### src/rtl/irq_accept_pkg.sv
package irq_accept_pkg;

  typedef enum logic [1:0] {
    WIN_NONE  = 2'd0,
    WIN_HW    = 2'd1,
    WIN_TCALL = 2'd2,
    WIN_BRK   = 2'd3
  } win_e;

  // Vector slot of hardware source idx, counting down from the top slot
  function automatic logic [31:0] hw_vector(logic [31:0] top, int idx);
    return top - 32'(2 * idx);
  endfunction

endpackage

### src/rtl/irq_level_arbiter.sv
module irq_level_arbiter #(
  parameter int N_SRC = 8,
  parameter int LVL_W = 2,
  parameter int IDX_W = $clog2(N_SRC)
) (
  input  logic [N_SRC-1:0]       req,
  input  logic [N_SRC*LVL_W-1:0] lvl,
  output logic                   found,
  output logic [IDX_W-1:0]       idx
);

  logic [LVL_W-1:0] best_lvl;

  // Strictly-greater compare keeps the lowest index among equal levels
  always_comb begin
    found    = 1'b0;
    idx      = '0;
    best_lvl = '0;
    for (int i = 0; i < N_SRC; i++) begin
      if (req[i] && (!found || (lvl[i*LVL_W +: LVL_W] > best_lvl))) begin
        found    = 1'b1;
        idx      = IDX_W'(i);
        best_lvl = lvl[i*LVL_W +: LVL_W];
      end
    end
  end

endmodule

### src/rtl/irq_accept_ctrl.sv
module irq_accept_ctrl
  import irq_accept_pkg::*;
#(
  parameter int          N_SRC  = 8,
  parameter int          IDX_W  = $clog2(N_SRC),
  parameter int          ADDR_W = 16,
  parameter logic [31:0] HW_TOP = 32'h0000_FFFC,
  parameter logic [31:0] SW_VEC = 32'h0000_FFDE
) (
  input  logic              boundary,
  input  logic              hw_found,
  input  logic [IDX_W-1:0]  hw_idx,
  input  logic              tcall_req,
  input  logic              brk_req,
  output win_e              win,
  output logic [ADDR_W-1:0] vec_d
);

  always_comb begin
    win = WIN_NONE;
    if (boundary) begin
      if (hw_found)       win = WIN_HW;
      else if (tcall_req) win = WIN_TCALL;
      else if (brk_req)   win = WIN_BRK;
    end
  end

  always_comb begin
    if (win == WIN_HW) vec_d = ADDR_W'(hw_vector(HW_TOP, int'(hw_idx)));
    else               vec_d = ADDR_W'(SW_VEC);
  end

endmodule

### src/rtl/irq_status_flags.sv
module irq_status_flags
  import irq_accept_pkg::*;
(
  input  logic clk,
  input  logic rst_n,
  input  win_e win,
  input  logic reti,
  input  logic saved_ie,
  input  logic saved_brk,
  input  logic ie_set,
  input  logic ie_wdata,
  output logic ie_q,
  output logic brk_q
);

  logic ie_d, brk_d;

  always_comb begin
    ie_d  = ie_q;
    brk_d = brk_q;
    unique case (win)
      WIN_HW:    begin ie_d = 1'b0; brk_d = 1'b0; end
      WIN_BRK:   begin ie_d = 1'b0; brk_d = 1'b1; end
      WIN_TCALL: begin brk_d = 1'b0; end
      default: begin
        if (reti) begin
          ie_d  = saved_ie;
          brk_d = saved_brk;
        end else if (ie_set) begin
          ie_d = ie_wdata;
        end
      end
    endcase
  end

  always_ff @(posedge clk or negedge rst_n) begin
    if (!rst_n) begin
      ie_q  <= 1'b0;
      brk_q <= 1'b0;
    end else begin
      ie_q  <= ie_d;
      brk_q <= brk_d;
    end
  end

endmodule

### src/rtl/irq_accept_unit.sv
module irq_accept_unit
  import irq_accept_pkg::*;
#(
  parameter int          N_SRC  = 8,
  parameter int          LVL_W  = 2,
  parameter int          ADDR_W = 16,
  parameter logic [31:0] HW_TOP = 32'h0000_FFFC,
  parameter logic [31:0] SW_VEC = 32'h0000_FFDE
) (
  input  logic                   clk,
  input  logic                   rst_n,
  input  logic                   boundary_i,
  input  logic [N_SRC-1:0]       irq_req_i,
  input  logic [N_SRC*LVL_W-1:0] irq_lvl_i,
  input  logic                   brk_req_i,
  input  logic                   tcall0_req_i,
  input  logic                   ie_set_i,
  input  logic                   ie_wdata_i,
  input  logic                   reti_i,
  input  logic                   saved_ie_i,
  input  logic                   saved_brk_i,
  output logic [N_SRC-1:0]       irq_ack_o,
  output logic                   brk_ack_o,
  output logic                   tcall0_ack_o,
  output logic [ADDR_W-1:0]      vec_o,
  output logic                   ie_o,
  output logic                   brk_flag_o
);

  localparam int IDX_W = $clog2(N_SRC);

  logic [N_SRC-1:0]  eligible;
  logic              hw_found;
  logic [IDX_W-1:0]  hw_idx;
  win_e              win;
  logic [ADDR_W-1:0] vec_d;
  logic [N_SRC-1:0]  ack_d;
  logic              vec_en;

  // Hardware lines compete only while the enable flag is set
  assign eligible = irq_req_i & {N_SRC{ie_o}};

  irq_level_arbiter #(.N_SRC(N_SRC), .LVL_W(LVL_W), .IDX_W(IDX_W)) u_arb (
    .req   (eligible),
    .lvl   (irq_lvl_i),
    .found (hw_found),
    .idx   (hw_idx)
  );

  irq_accept_ctrl #(
    .N_SRC(N_SRC), .IDX_W(IDX_W), .ADDR_W(ADDR_W),
    .HW_TOP(HW_TOP), .SW_VEC(SW_VEC)
  ) u_ctrl (
    .boundary  (boundary_i),
    .hw_found  (hw_found),
    .hw_idx    (hw_idx),
    .tcall_req (tcall0_req_i),
    .brk_req   (brk_req_i),
    .win       (win),
    .vec_d     (vec_d)
  );

  irq_status_flags u_flags (
    .clk       (clk),
    .rst_n     (rst_n),
    .win       (win),
    .reti      (reti_i),
    .saved_ie  (saved_ie_i),
    .saved_brk (saved_brk_i),
    .ie_set    (ie_set_i),
    .ie_wdata  (ie_wdata_i),
    .ie_q      (ie_o),
    .brk_q     (brk_flag_o)
  );

  always_comb begin
    ack_d = '0;
    if (win == WIN_HW) ack_d[hw_idx] = 1'b1;
  end

  assign vec_en = (win != WIN_NONE);

  always_ff @(posedge clk or negedge rst_n) begin
    if (!rst_n) begin
      irq_ack_o    <= '0;
      brk_ack_o    <= 1'b0;
      tcall0_ack_o <= 1'b0;
    end else begin
      irq_ack_o    <= ack_d;
      brk_ack_o    <= (win == WIN_BRK);
      tcall0_ack_o <= (win == WIN_TCALL);
    end
  end

  always_ff @(posedge clk or negedge rst_n) begin
    if (!rst_n)      vec_o <= '0;
    else if (vec_en) vec_o <= vec_d;
  end

endmodule

### config.mk
export PLATFORM = sky130hd
export DESIGN_NAME = irq_accept_unit
export DESIGN_NICKNAME = d
export VERILOG_FILES = /design/src/rtl/irq_accept_pkg.sv /design/src/rtl/irq_level_arbiter.sv /design/src/rtl/irq_accept_ctrl.sv /design/src/rtl/irq_status_flags.sv /design/src/rtl/irq_accept_unit.sv
export SDC_FILE = /design/constraint.sdc
export NUM_CORES = 1
export LEC_CHECK = 0
export BUFFER_PORTS_ARGS = -buffer_cell sky130_fd_sc_hd__buf_2
export CORE_MARGIN = 8
export CORE_UTILIZATION = 50
export CTS_CLUSTER_SIZE = 10
export DETAILED_ROUTE_END_ITERATION = 16
export PLACE_DENSITY_LB_ADDON = 0.05
export SYNTH_ARGS = -nofsm -noshare
export SYNTH_HDL_FRONTEND = slang
export SYNTH_SLANG_ARGS = --single-unit
export TNS_END_PERCENT = 1
### constraint.sdc
create_clock -name clk -period 27.8 [get_ports clk]
set_input_delay 2.78 -clock clk [delete_from_list [all_inputs] [get_ports clk]]
set_output_delay 2.78 -clock clk [all_outputs]
set_load 0.03 [all_outputs]
==> results of run 1 <==
## Yosys cell counts (3+ instances only)
cell type                  count
sky130_fd_sc_hd__dfrtp_1      18
sky130_fd_sc_hd__inv_1        17
sky130_fd_sc_hd__ha_1         16
sky130_fd_sc_hd__nand2_1      14
sky130_fd_sc_hd__nor2_1       13
sky130_fd_sc_hd__o21ai_0      12
sky130_fd_sc_hd__buf_4        10
sky130_fd_sc_hd__a21oi_1       6
sky130_fd_sc_hd__nor2b_1       6
sky130_fd_sc_hd__nand3_1       5
sky130_fd_sc_hd__nor3b_1       4
sky130_fd_sc_hd__o211ai_1      4
sky130_fd_sc_hd__a21o_1        3
sky130_fd_sc_hd__and3_1        3
sky130_fd_sc_hd__mux2_2        3
sky130_fd_sc_hd__nand2b_1      3
sky130_fd_sc_hd__o21a_1        3
## report_power, final
part	internal, mW	switching (mW)	total, mW
Clock	0.00797	0.00711	0.0151
Sequential	0.0303	0.00327	0.0336
Combinational	0.0264	0.0416	0.0680
Total	0.0647	0.0520	0.117
## worst min path at each step
stage / depth (start not counted) / start / end / slack [ps]
after floorplan: 2 / vec_o[1]$_DFFE_PN0P_ / vec_o[1]$_DFFE_PN0P_ / 640
after global placement: 1 / vec_o[5]$_DFFE_PN0P_ / vec_o[5]$_DFFE_PN0P_ / 460
after detailed placement: 1 / vec_o[5]$_DFFE_PN0P_ / vec_o[5]$_DFFE_PN0P_ / 480
after CTS: 1 / vec_o[5]$_DFFE_PN0P_ / vec_o[5]$_DFFE_PN0P_ / 500
after global routing: 1 / vec_o[5]$_DFFE_PN0P_ / vec_o[5]$_DFFE_PN0P_ / 530
final: 1 / vec_o[5]$_DFFE_PN0P_ / vec_o[5]$_DFFE_PN0P_ / 500
## final cells by class
| class | instances | area [um2] |
|---|---|---|
| inverter | 17 | 63.8 |
| timing repair buffer | 60 | 300 |
| fill | 320 | 1300 |
| tap | 46 | 57.6 |
| multi-input combinational | 145 | 1130 |
| sequential | 18 | 450 |
| clock buffer | 4 | 36.3 |
## logic make-up (layout without fill, tap and decap cells)
| family | Yosys count | count (layout) | synth area share, % |
|---|---|---|---|
| and+or+nand+nor | 63 | 63 | 19.6 |
| AOI/OAI and AO/OA | 59 | 59 | 29.7 |
| buffers and inverters | 30 | 81 | 9.46 |
| DFF | 18 | 18 | 25.8 |
| adders and majority gates | 16 | 16 | 11.5 |
| muxes | 5 | 5 | 3.29 |
| other | 1 | 1 | 0.215 |
| xor gates and xnor gates | 1 | 1 | 0.502 |
## routing by layer
metal	vias up	track usage [%]
li1	795	-
met1	727	17.5
met2	54	24.9
met3	4	3.73
met4	0	2.17
met5	-	0
## flip-flops by register name, summed over array words and instances, names as in the netlist
register       flops
brk_ack_o          1
irq_ack_o          8
tcall0_ack_o       1
u_flags.brk_q      1
u_flags.ie_q       1
vec_o              6
==> impl_metrics.xml, run 1 <==
<?xml version="1.0" encoding="UTF-8"?>
<metrics>
  <group name="worst_setup_path">
    <metric name="critical-path-top-cell-by-count" unit="">sky130_fd_sc_hd__ha_1</metric>
    <metric name="slack_of_the_worst_reg_to_reg_path" unit="ps">16780</metric>
    <metric name="critPathCaptureType" unit="">register</metric>
    <metric name="timing.critical_path.slowest_cell_delay" unit="ps">440</metric>
    <metric name="worst_setup_path_startpoint" unit="">irq_req_i[0]</metric>
    <metric name="cp-endpoint" unit="">vec_o[2]$_DFFE_PN0P_</metric>
    <metric name="r2r_cells" unit="">47</metric>
    <metric name="timing.setup.critical_path_class" unit="">input port to register</metric>
    <metric name="crit-reg2reg-capture" unit="">vec_o[2]$_DFFE_PN0P_</metric>
    <metric name="worst-path-stages" unit="">48</metric>
    <metric name="worst-path-max-fanout" unit="">8</metric>
    <metric name="critical_path.n_buffers_inverters" unit="">3</metric>
    <metric name="crit_required" unit="ps">27980</metric>
    <metric name="setup_crit_start_kind" unit="">input port</metric>
    <metric name="timing.critical_path.max_delay_family" unit="">simple AND/OR/NAND/NOR gates</metric>
    <metric name="critPathSlowestCell" unit="">sky130_fd_sc_hd__nor3b_1</metric>
    <metric name="worst_ep_arrival_time" unit="ps">13010</metric>
    <metric name="rr_startpoint" unit="">u_flags.ie_q$_DFFE_PN0P_</metric>
  </group>
  <group name="synth">
    <metric name="netlist_top_cells_area" unit="">sky130_fd_sc_hd__dfrtp_1 (26%), sky130_fd_sc_hd__ha_1 (11%), sky130_fd_sc_hd__buf_4 (4.3%)</metric>
    <metric name="synth.net_count" unit="">243</metric>
    <metric name="synthesis.area_per_instance" unit="um2">9.05</metric>
    <metric name="yosysTopAreaCell" unit="">sky130_fd_sc_hd__dfrtp_1</metric>
    <metric name="post_synth_instance_area" unit="um2">1750</metric>
    <metric name="yosys_most_used_dff" unit="">sky130_fd_sc_hd__dfrtp_1</metric>
    <metric name="asyncSetResetFlopFracSynth" unit="%">100</metric>
    <metric name="syn_inst_count" unit="">193</metric>
    <metric name="synth_edf_count" unit="">0</metric>
    <metric name="yosys_register_bits" unit="">18</metric>
    <metric name="synth-warning-count" unit="">0</metric>
    <metric name="ys_seq_area_share" unit="%">25.8</metric>
    <metric name="synthDominantCellAreaShare" unit="%">25.8</metric>
    <metric name="post_synth_num_cell_types" unit="">57</metric>
  </group>
  <group name="finish">
    <metric name="post-route-util" unit="%">61.1</metric>
    <metric name="design_area" unit="um2">2040</metric>
    <metric name="finish.cell_count_without_fillers" unit="">290</metric>
    <metric name="commonest_cells_after_routing_fill_and_taps_aside" unit="">sky130_fd_sc_hd__buf_2 (60), sky130_fd_sc_hd__dfrtp_1 (18), sky130_fd_sc_hd__inv_1 (17)</metric>
    <metric name="layout.nets" unit="">295</metric>
    <metric name="layout-drive-gt1-share" unit="%">36.9</metric>
    <metric name="synth_to_final_area_change" unit="%">16.8</metric>
    <metric name="layout.cells.most_common" unit="">sky130_fd_sc_hd__buf_2</metric>
    <metric name="insertedDiodeCount" unit="">0</metric>
  </group>
  <group name="die">
    <metric name="die_height" unit="um">75.1</metric>
    <metric name="pin_count" unit="">62</metric>
    <metric name="die-area" unit="um2">5640</metric>
    <metric name="chipWidth" unit="um">75.1</metric>
    <metric name="std_cell_rows" unit="">21</metric>
    <metric name="placeableCoreArea" unit="um2">3340</metric>
    <metric name="start_util" unit="%">52.3</metric>
  </group>
  <group name="routing">
    <metric name="num_vias" unit="">1580</metric>
    <metric name="drt-total-wl" unit="mm">4.06</metric>
    <metric name="detailroute.wirelength.met3" unit="um">321</metric>
    <metric name="firstDrtPassIters" unit="">4</metric>
    <metric name="drc" unit="">0</metric>
    <metric name="dr_wl_met2" unit="mm">1.90</metric>
    <metric name="met1Wirelength" unit="mm">1.81</metric>
    <metric name="route.antenna.remaining_nets" unit="">0</metric>
    <metric name="highest-signal-layer" unit="">met4</metric>
    <metric name="vias_per_cell" unit="">5.45</metric>
    <metric name="detail_route.wl_per_cell" unit="um">14.0</metric>
    <metric name="number_of_violations_reported_at_the_end_of_detailed_routing_iteration_0" unit="">52</metric>
  </group>
  <group name="clock_tree">
    <metric name="cts.repair_timing.setup_buffer_count" unit="">0</metric>
    <metric name="clock-sinks" unit="">18</metric>
    <metric name="cts.hold.buffers_added" unit="">0</metric>
    <metric name="ctsHtreeMaxLevel" unit="">1</metric>
    <metric name="tritoncts.num_buffers" unit="">3</metric>
    <metric name="clock_latency" unit="ps">280</metric>
    <metric name="cts_root_buf" unit="">sky130_fd_sc_hd__clkbuf_4</metric>
    <metric name="tritoncts" unit="">built</metric>
    <metric name="cts_resized" unit="">0</metric>
    <metric name="worst_setup_hold_path_clk_slew" unit="ps">90</metric>
    <metric name="max-clock-path-buffers" unit="">2</metric>
  </group>
  <group name="timing">
    <metric name="timing.setup.tns" unit="ps">0</metric>
    <metric name="max_slew_margin_vs_limit" unit="%">61.9</metric>
    <metric name="period_share" unit="%">46.2</metric>
    <metric name="final.hold.worst_slack" unit="ps">497</metric>
    <metric name="worstMarginPinSlew" unit="ps">571</metric>
    <metric name="finalWorstPathRequiredPeriod" unit="ps">12830</metric>
    <metric name="max_clock_freq" unit="MHz">77.9</metric>
    <metric name="timing.clock.skew" unit="ps">6.16</metric>
    <metric name="post-route-worst-setup-slack" unit="ps">14970</metric>
    <metric name="rsz0062_at_grt" unit="">no</metric>
    <metric name="drv_slew" unit="">0</metric>
    <metric name="setup_viol_count_final" unit="">0</metric>
    <metric name="timing_hold_violations_final" unit="">0</metric>
  </group>
  <group name="global_route">
    <metric name="globalRouteOverflowTotal" unit="">0</metric>
    <metric name="vias_in_the_first_global_route" unit="">1577</metric>
    <metric name="wire_length_of_the_first_global_routing_pass" unit="mm">6.62</metric>
    <metric name="globalRouteTotalUtil" unit="%">14.3</metric>
    <metric name="grt_max_degree" unit="">21</metric>
    <metric name="grt_antenna_before_repair" unit="">0</metric>
  </group>
  <group name="place">
    <metric name="globalplace.congestion" unit="">0.889</metric>
    <metric name="detailedPlace.worstSlack" unit="ps">14710</metric>
    <metric name="place.detailed.hpwl" unit="mm">3.50</metric>
    <metric name="placed_cell_area" unit="um2">2000</metric>
    <metric name="placed_cell_count" unit="">286</metric>
    <metric name="numPortBuffers" unit="">60</metric>
  </group>
  <group name="power">
    <metric name="power.static_leakage" unit="nW">1.01</metric>
    <metric name="power-per-cell-area" unit="nW/um2">57.2</metric>
    <metric name="p_total" unit="mW">0.117</metric>
    <metric name="vdd.ir_drop.worst" unit="uV">24.7</metric>
  </group>
  <group name="flow_run">
    <metric name="maxCapViolCount" unit="">0</metric>
  </group>
  <group name="worst_hold_path">
    <metric name="hp-class" unit="">register to register</metric>
  </group>
  <group name="outcome">
    <metric name="run_status" unit="">finished, final reports clean</metric>
  </group>
</metrics>
Power figures use the tool's default switching activity.
==> run 2, diff against run 1 <==
--- a/config.mk
+++ b/config.mk
@@ -7,7 +7,7 @@
 export LEC_CHECK = 0
 export BUFFER_PORTS_ARGS = -buffer_cell sky130_fd_sc_hd__buf_2
 export CORE_MARGIN = 8
-export CORE_UTILIZATION = 50
+export CORE_UTILIZATION = 45
 export CTS_CLUSTER_SIZE = 10
 export DETAILED_ROUTE_END_ITERATION = 16
 export PLACE_DENSITY_LB_ADDON = 0.05
==> constraint.sdc (replaced) <==
create_clock -name clk -period 11.4 [get_ports clk]
set_input_delay 1.14 -clock clk [delete_from_list [all_inputs] [get_ports clk]]
set_output_delay 1.14 -clock clk [all_outputs]
set_load 0.03 [all_outputs]
==> run 2 against run 1 <==
  * Critical path depth grew 1
  * Sequential cell count unchanged
  * Clock skew decreased by 4.7 ps
  * Largest cell class unchanged
  * Sequential power grew 130%
  * Final area increased by 5.8%
  * First-iteration DRC count is 21% lower
  * Cell count up 4.1%
  * Highest routed layer unchanged
  * Non-clock buffer count is 10 higher
==> impl_metrics.xml, run 2 (synthesized netlist as in run 1, its figures left out) <==
<?xml version="1.0" encoding="UTF-8"?>
<metrics>
  <group name="die">
    <metric name="start_util" unit="%">47.4</metric>
    <metric name="pin_count" unit="">62</metric>
    <metric name="placeableCoreArea" unit="um2">3690</metric>
    <metric name="std_cell_rows" unit="">22</metric>
    <metric name="die_height" unit="um">78.3</metric>
    <metric name="chipWidth" unit="um">78.3</metric>
    <metric name="die-area" unit="um2">6130</metric>
  </group>
  <group name="power">
    <metric name="share_seq_of_total_power" unit="%">25.0</metric>
    <metric name="internal_power_component" unit="mW">0.179</metric>
    <metric name="power.switching" unit="mW">0.134</metric>
    <metric name="vdd.ir_drop.worst" unit="uV">56.2</metric>
    <metric name="power-per-cell-area" unit="nW/um2">145</metric>
    <metric name="p_comb_share" unit="%">58.6</metric>
    <metric name="switching_power_as_a_share_of_total_power" unit="%">42.8</metric>
    <metric name="p_total" unit="mW">0.313</metric>
    <metric name="power.static_leakage" unit="nW">1.08</metric>
    <metric name="power.share.clock" unit="%">16.4</metric>
  </group>
  <group name="global_route">
    <metric name="grt_antenna_before_repair" unit="">0</metric>
    <metric name="wire_length_of_the_first_global_routing_pass" unit="mm">7.14</metric>
    <metric name="grt_max_degree" unit="">20</metric>
    <metric name="globalRouteOverflowTotal" unit="">0</metric>
    <metric name="vias_in_the_first_global_route" unit="">1597</metric>
    <metric name="globalRouteTotalUtil" unit="%">13.6</metric>
  </group>
  <group name="finish">
    <metric name="final-seq-area" unit="um2">450</metric>
    <metric name="top_register" unit="">irq_ack_o</metric>
    <metric name="num-fill-cells" unit="">340</metric>
    <metric name="layout.cells.most_common" unit="">sky130_fd_sc_hd__buf_2</metric>
    <metric name="synth_to_final_area_change" unit="%">23.5</metric>
    <metric name="layout.nets" unit="">305</metric>
    <metric name="finish.cell_count_without_fillers" unit="">302</metric>
    <metric name="multiInputGateArea" unit="um2">1150</metric>
    <metric name="insertedDiodeCount" unit="">0</metric>
    <metric name="layout_top_registers" unit="">irq_ack_o (8), vec_o (6)</metric>
    <metric name="commonest_cells_after_routing_fill_and_taps_aside" unit="">sky130_fd_sc_hd__buf_2 (60), sky130_fd_sc_hd__dfrtp_1 (18), sky130_fd_sc_hd__inv_1 (17)</metric>
    <metric name="largest_reg_flops" unit="">8</metric>
    <metric name="layout-drive-gt1-share" unit="%">40.2</metric>
  </group>
  <group name="clock_tree">
    <metric name="tritoncts.num_buffers" unit="">3</metric>
    <metric name="cts_resized" unit="">0</metric>
    <metric name="clock-sinks" unit="">18</metric>
    <metric name="cts.hold.buffers_added" unit="">0</metric>
    <metric name="cts.repair_timing.setup_buffer_count" unit="">0</metric>
    <metric name="tritoncts" unit="">built</metric>
    <metric name="max-clock-path-buffers" unit="">2</metric>
    <metric name="ctsHtreeMaxLevel" unit="">1</metric>
    <metric name="cts_root_buf" unit="">sky130_fd_sc_hd__clkbuf_8</metric>
    <metric name="clock_latency" unit="ps">250</metric>
    <metric name="worst_setup_hold_path_clk_slew" unit="ps">60</metric>
  </group>
  <group name="worst_hold_path">
    <metric name="hp-class" unit="">register to register</metric>
    <metric name="timing.hold.worst.start" unit="">vec_o[5]$_DFFE_PN0P_</metric>
    <metric name="worstHoldPathCells" unit="">1</metric>
  </group>
  <group name="place">
    <metric name="place.detailed.hpwl" unit="mm">3.50</metric>
    <metric name="numPortBuffers" unit="">60</metric>
    <metric name="globalplace.congestion" unit="">0.822</metric>
    <metric name="placed_cell_count" unit="">298</metric>
  </group>
  <group name="worst_setup_path">
    <metric name="timing.critical_path.slowest_cell_delay" unit="ps">410</metric>
    <metric name="worst_ep_arrival_time" unit="ps">10860</metric>
    <metric name="critPathSlowestCell" unit="">sky130_fd_sc_hd__or3b_1</metric>
    <metric name="critical-path-top-cell-by-count" unit="">sky130_fd_sc_hd__ha_1</metric>
    <metric name="worst_setup_path_startpoint" unit="">irq_req_i[0]</metric>
    <metric name="crit_required" unit="ps">11540</metric>
    <metric name="r2r_cells" unit="">48</metric>
    <metric name="timing.setup.critical_path_class" unit="">input port to register</metric>
    <metric name="worst-path-max-fanout" unit="">8</metric>
    <metric name="setup_crit_start_kind" unit="">input port</metric>
    <metric name="critPathCaptureType" unit="">register</metric>
    <metric name="rr_startpoint" unit="">u_flags.ie_q$_DFFE_PN0P_</metric>
  </group>
  <group name="routing">
    <metric name="num_vias" unit="">1589</metric>
    <metric name="firstDrtPassIters" unit="">4</metric>
    <metric name="vias_per_cell" unit="">5.26</metric>
    <metric name="route.antenna.remaining_nets" unit="">0</metric>
    <metric name="drt-total-wl" unit="mm">4.14</metric>
    <metric name="detail_route.wl_per_cell" unit="um">13.7</metric>
    <metric name="number_of_violations_reported_at_the_end_of_detailed_routing_iteration_0" unit="">41</metric>
    <metric name="drc" unit="">0</metric>
  </group>
  <group name="flow_run">
    <metric name="maxCapViolCount" unit="">0</metric>
  </group>
  <group name="outcome">
    <metric name="run_status" unit="">finished, final reports clean</metric>
  </group>
  <group name="timing">
    <metric name="period_share" unit="%">94.0</metric>
    <metric name="worstMarginPinSlew" unit="ps">511</metric>
    <metric name="max_slew_margin_vs_limit" unit="%">65.9</metric>
    <metric name="finalWorstPathRequiredPeriod" unit="ps">10720</metric>
    <metric name="timing_hold_violations_final" unit="">0</metric>
    <metric name="setup_viol_count_final" unit="">0</metric>
    <metric name="drv_slew" unit="">0</metric>
    <metric name="max_clock_freq" unit="MHz">93.3</metric>
    <metric name="timing.clock.skew" unit="ps">1.42</metric>
  </group>
</metrics>
==> run 2: changes by cell type in the layout (fill, tap and decap cells not counted) <==
cell / before / now
sky130_fd_sc_hd__a221oi_2: 1 / 0
sky130_fd_sc_hd__a221oi_4: 1 / 2
sky130_fd_sc_hd__buf_4: 0 / 10
sky130_fd_sc_hd__clkbuf_4: 3 / 0
sky130_fd_sc_hd__clkbuf_8: 1 / 4
sky130_fd_sc_hd__nor3b_1: 4 / 2
sky130_fd_sc_hd__nor3b_2: 0 / 2
==> run 2: cell type report <==
type	count	area share [%]
inverters	17	2.96
multi-input cells	145	53.4
clock buffers	4	2.55
flip-flops and latches	18	20.9
repair buffers	70	17.4
well taps	48	2.78
==> run 2: final timing paths <==
check / slack (ps) / end
max: 680 / vec_o[2]$_DFFE_PN0P_
min: 480 / vec_o[5]$_DFFE_PN0P_
max reg2reg: 1320 / vec_o[2]$_DFFE_PN0P_
min reg2reg: 480 / vec_o[5]$_DFFE_PN0P_
max in group asynchronous: 10330 / vec_o[3]$_DFFE_PN0P_
min in group asynchronous: 800 / irq_ack_o[6]$_DFF_PN0_
==> run 2: stage by stage <==
stage / instance area, um2 / utilization [%] / hold WS (ps) / setup TNS (ps) / setup WS, ps
5_1_grt: 2160 / 58.5 / 530 / -0.361 / -0.361
2_1_floorplan: 1750 / - / 645 / 0 / 953
3_5_place_dp: 2080 / 56.4 / 468 / 0 / 251
3_3_place_gp: 2080 / 56.4 / 464 / 0 / 418
4_1_cts: 2140 / 57.9 / 482 / 0 / 494
6_report: 2160 / 58.5 / 478 / 0 / 684
==> run 2: critical path, delay by kind of cell <==
family | cells | cell delay (ps)
adders and majority gates | 8 | 2330
muxes | 3 | 770
and+or+nand+nor | 15 | 2540
AOI/OAI and AO/OA | 19 | 3580
buffers and inverters | 4 | 440
==> run 2: per-layer routing <==
layer  part of all wire [%]  routed length, um  vias up  global-route usage, %
li1                       -                  -      817                      -
met1                     48               1980      732                   17.0
met2                     45               1860       35                   22.3
met3                    6.0                247        5                   3.08
met4                    1.3                 54        0                   4.44
met5                      0                  0        -                      0
==> run 2: power groups by stage <==
stage	Sequential [mW]	Combinational [mW]	Clock [mW]
6_report	0.0782	0.183	0.0512
3_5_place_dp	0.0793	0.181	0
5_1_grt	0.0798	0.203	0.0555
3_3_place_gp	0.0794	0.180	0
4_1_cts	0.0783	0.182	0.0526
2_1_floorplan	0.101	0.109	0
==> run 3, diff against run 2 <==
--- a/config.mk
+++ b/config.mk
@@ -10,7 +10,7 @@
 export CORE_UTILIZATION = 45
 export CTS_CLUSTER_SIZE = 10
 export DETAILED_ROUTE_END_ITERATION = 16
-export PLACE_DENSITY_LB_ADDON = 0.05
+export PLACE_DENSITY_LB_ADDON = 0.15
 export SYNTH_ARGS = -nofsm -noshare
 export SYNTH_HDL_FRONTEND = slang
 export SYNTH_SLANG_ARGS = --single-unit
==> run 3 against run 2 <==
  * Sequential power about the same
  * Fmax about the same
  * Routed wire length is 0.39% lower
  * Combinational power about the same
  * Register-to-register slack improved by 60 ps
  * Clock skew decreased by 0.57 ps
  * Critical path type unchanged
  * Largest cell class unchanged
==> impl_metrics.xml, run 3 (synthesized netlist as in run 1, its figures left out) <==
<?xml version="1.0" encoding="UTF-8"?>
<metrics>
  <group name="timing">
    <metric name="timing.setup.tns" unit="ps">0</metric>
    <metric name="period_share" unit="%">94.0</metric>
    <metric name="drv_slew" unit="">0</metric>
    <metric name="rsz0062_at_grt" unit="">no</metric>
    <metric name="timing_hold_violations_final" unit="">0</metric>
    <metric name="final.hold.worst_slack" unit="ps">497</metric>
    <metric name="finalWorstPathRequiredPeriod" unit="ps">10710</metric>
    <metric name="max_clock_freq" unit="MHz">93.4</metric>
    <metric name="timing.clock.skew" unit="ps">0.855</metric>
    <metric name="setup_viol_count_final" unit="">0</metric>
  </group>
  <group name="die">
    <metric name="placeableCoreArea" unit="um2">3690</metric>
    <metric name="std_cell_rows" unit="">22</metric>
    <metric name="pin_count" unit="">62</metric>
    <metric name="die_height" unit="um">78.3</metric>
    <metric name="die-area" unit="um2">6130</metric>
    <metric name="chipWidth" unit="um">78.3</metric>
    <metric name="start_util" unit="%">47.4</metric>
  </group>
  <group name="worst_hold_path">
    <metric name="worstHoldPathCells" unit="">1</metric>
    <metric name="worst_hold_path.endpoint" unit="">vec_o[5]$_DFFE_PN0P_</metric>
    <metric name="timing.hold.worst.start" unit="">vec_o[5]$_DFFE_PN0P_</metric>
    <metric name="hp-class" unit="">register to register</metric>
  </group>
  <group name="place">
    <metric name="numPortBuffers" unit="">60</metric>
    <metric name="place.detailed.hpwl" unit="mm">3.52</metric>
    <metric name="placed_cell_area" unit="um2">2080</metric>
    <metric name="globalplace.congestion" unit="">0.775</metric>
  </group>
  <group name="clock_tree">
    <metric name="clock-sinks" unit="">18</metric>
    <metric name="clock_latency" unit="ps">250</metric>
    <metric name="worst_setup_hold_path_clk_slew" unit="ps">60</metric>
    <metric name="max-clock-path-buffers" unit="">2</metric>
    <metric name="tritoncts" unit="">built</metric>
    <metric name="cts_root_buf" unit="">sky130_fd_sc_hd__clkbuf_8</metric>
    <metric name="tritoncts.num_buffers" unit="">3</metric>
    <metric name="ctsHtreeMaxLevel" unit="">1</metric>
  </group>
  <group name="power">
    <metric name="power.static_leakage" unit="nW">1.07</metric>
    <metric name="power-per-cell-area" unit="nW/um2">145</metric>
    <metric name="vdd.ir_drop.worst" unit="uV">51.1</metric>
  </group>
  <group name="routing">
    <metric name="num_vias" unit="">1600</metric>
    <metric name="drt-total-wl" unit="mm">4.12</metric>
    <metric name="firstDrtPassIters" unit="">4</metric>
    <metric name="drc" unit="">0</metric>
    <metric name="detail_route.wl_per_cell" unit="um">13.6</metric>
    <metric name="number_of_violations_reported_at_the_end_of_detailed_routing_iteration_0" unit="">45</metric>
    <metric name="route.antenna.remaining_nets" unit="">0</metric>
    <metric name="vias_per_cell" unit="">5.30</metric>
  </group>
  <group name="finish">
    <metric name="layout_top_registers" unit="">irq_ack_o (8), vec_o (6)</metric>
    <metric name="largest_reg_flops" unit="">8</metric>
    <metric name="design_area" unit="um2">2140</metric>
    <metric name="commonest_cells_after_routing_fill_and_taps_aside" unit="">sky130_fd_sc_hd__buf_2 (60), sky130_fd_sc_hd__dfrtp_1 (18), sky130_fd_sc_hd__inv_1 (17)</metric>
    <metric name="insertedDiodeCount" unit="">0</metric>
    <metric name="layout.nets" unit="">305</metric>
    <metric name="top_register" unit="">irq_ack_o</metric>
    <metric name="synth_to_final_area_change" unit="%">22.6</metric>
    <metric name="layout.cells.most_common" unit="">sky130_fd_sc_hd__buf_2</metric>
    <metric name="layout-drive-gt1-share" unit="%">39.8</metric>
    <metric name="post-route-util" unit="%">58.0</metric>
  </group>
  <group name="global_route">
    <metric name="globalRouteOverflowTotal" unit="">0</metric>
    <metric name="vias_in_the_first_global_route" unit="">1608</metric>
    <metric name="grt_antenna_before_repair" unit="">0</metric>
    <metric name="wire_length_of_the_first_global_routing_pass" unit="mm">7.02</metric>
    <metric name="globalRouteTotalUtil" unit="%">13.5</metric>
    <metric name="grt_max_degree" unit="">20</metric>
  </group>
  <group name="flow_run">
    <metric name="maxCapViolCount" unit="">0</metric>
  </group>
  <group name="worst_setup_path">
    <metric name="setup_crit_start_kind" unit="">input port</metric>
    <metric name="critPathSlowestCell" unit="">sky130_fd_sc_hd__or3b_1</metric>
    <metric name="worst_ep_arrival_time" unit="ps">10850</metric>
    <metric name="crit_required" unit="ps">11540</metric>
    <metric name="crit-reg2reg-capture" unit="">vec_o[2]$_DFFE_PN0P_</metric>
    <metric name="slack_of_the_worst_reg_to_reg_path" unit="ps">1380</metric>
    <metric name="r2r_cells" unit="">48</metric>
    <metric name="timing.critical_path.slowest_cell_delay" unit="ps">400</metric>
    <metric name="rr_startpoint" unit="">u_flags.ie_q$_DFFE_PN0P_</metric>
    <metric name="critical-path-top-cell-by-count" unit="">sky130_fd_sc_hd__ha_1</metric>
    <metric name="timing.setup.critical_path_class" unit="">input port to register</metric>
    <metric name="critPathCaptureType" unit="">register</metric>
    <metric name="worst-path-max-fanout" unit="">8</metric>
  </group>
  <group name="outcome">
    <metric name="run_status" unit="">finished, final reports clean</metric>
  </group>
</metrics>
run 3: repair_timing:
action / 4_1_cts / 5_1_grt
setup endpoints to repair: 0 / 3
hold buffers: 0 / 0
setup buffers: 0 / 0
gates resized for setup: 0 / 1
run 3: power by group:
part | internal [mW] | switching (mW) | total, mW
logic | 0.0730 | 0.107 | 0.180
clock network | 0.0307 | 0.0206 | 0.0513
registers | 0.0741 | 0.00406 | 0.0782
run 3: worst max-delay path by stage:
stage                            start              endpoint
final                     irq_req_i[0]  vec_o[2]$_DFFE_PN0P_
after global placement    irq_req_i[0]  vec_o[2]$_DFFE_PN0P_
after detailed placement  irq_req_i[0]  vec_o[2]$_DFFE_PN0P_
after global routing      irq_req_i[0]  vec_o[2]$_DFFE_PN0P_
after CTS                 irq_req_i[0]  vec_o[2]$_DFFE_PN0P_
after floorplan           irq_lvl_i[1]  vec_o[2]$_DFFE_PN0P_
run 3: cell type report:
cell class	instances	area (um2)
fill	366	1550
sequential	18	450
inverter	17	63.8
timing repair buffer	70	375
clock buffer	4	55.1
tap	48	60.1
multi-input combinational	145	1140
run 3: metrics by stage:
stage | power (mW) | cells | setup slack [ps]
after floorplan | 0.210 | 193 | 953
after global routing | 0.335 | 302 | 53.1
after global placement | 0.257 | 298 | 359
after detailed placement | 0.259 | 298 | 331
after CTS | 0.313 | 302 | 563
final | 0.310 | 302 | 688
run 3: worst max-delay path: cells and delay by family:
family	cells	cell delay, ps
compound gates	18	3250
buf+inv	4	430
fa+ha+maj	8	2320
simple gates	16	2830
mux	3	880
run 3: layer usage:
layer,GRT usage [%],wire length (um)
met3,2.05,235
met2,21.7,1860
met4,6.67,76
met5,0,0
met1,17.1,1950
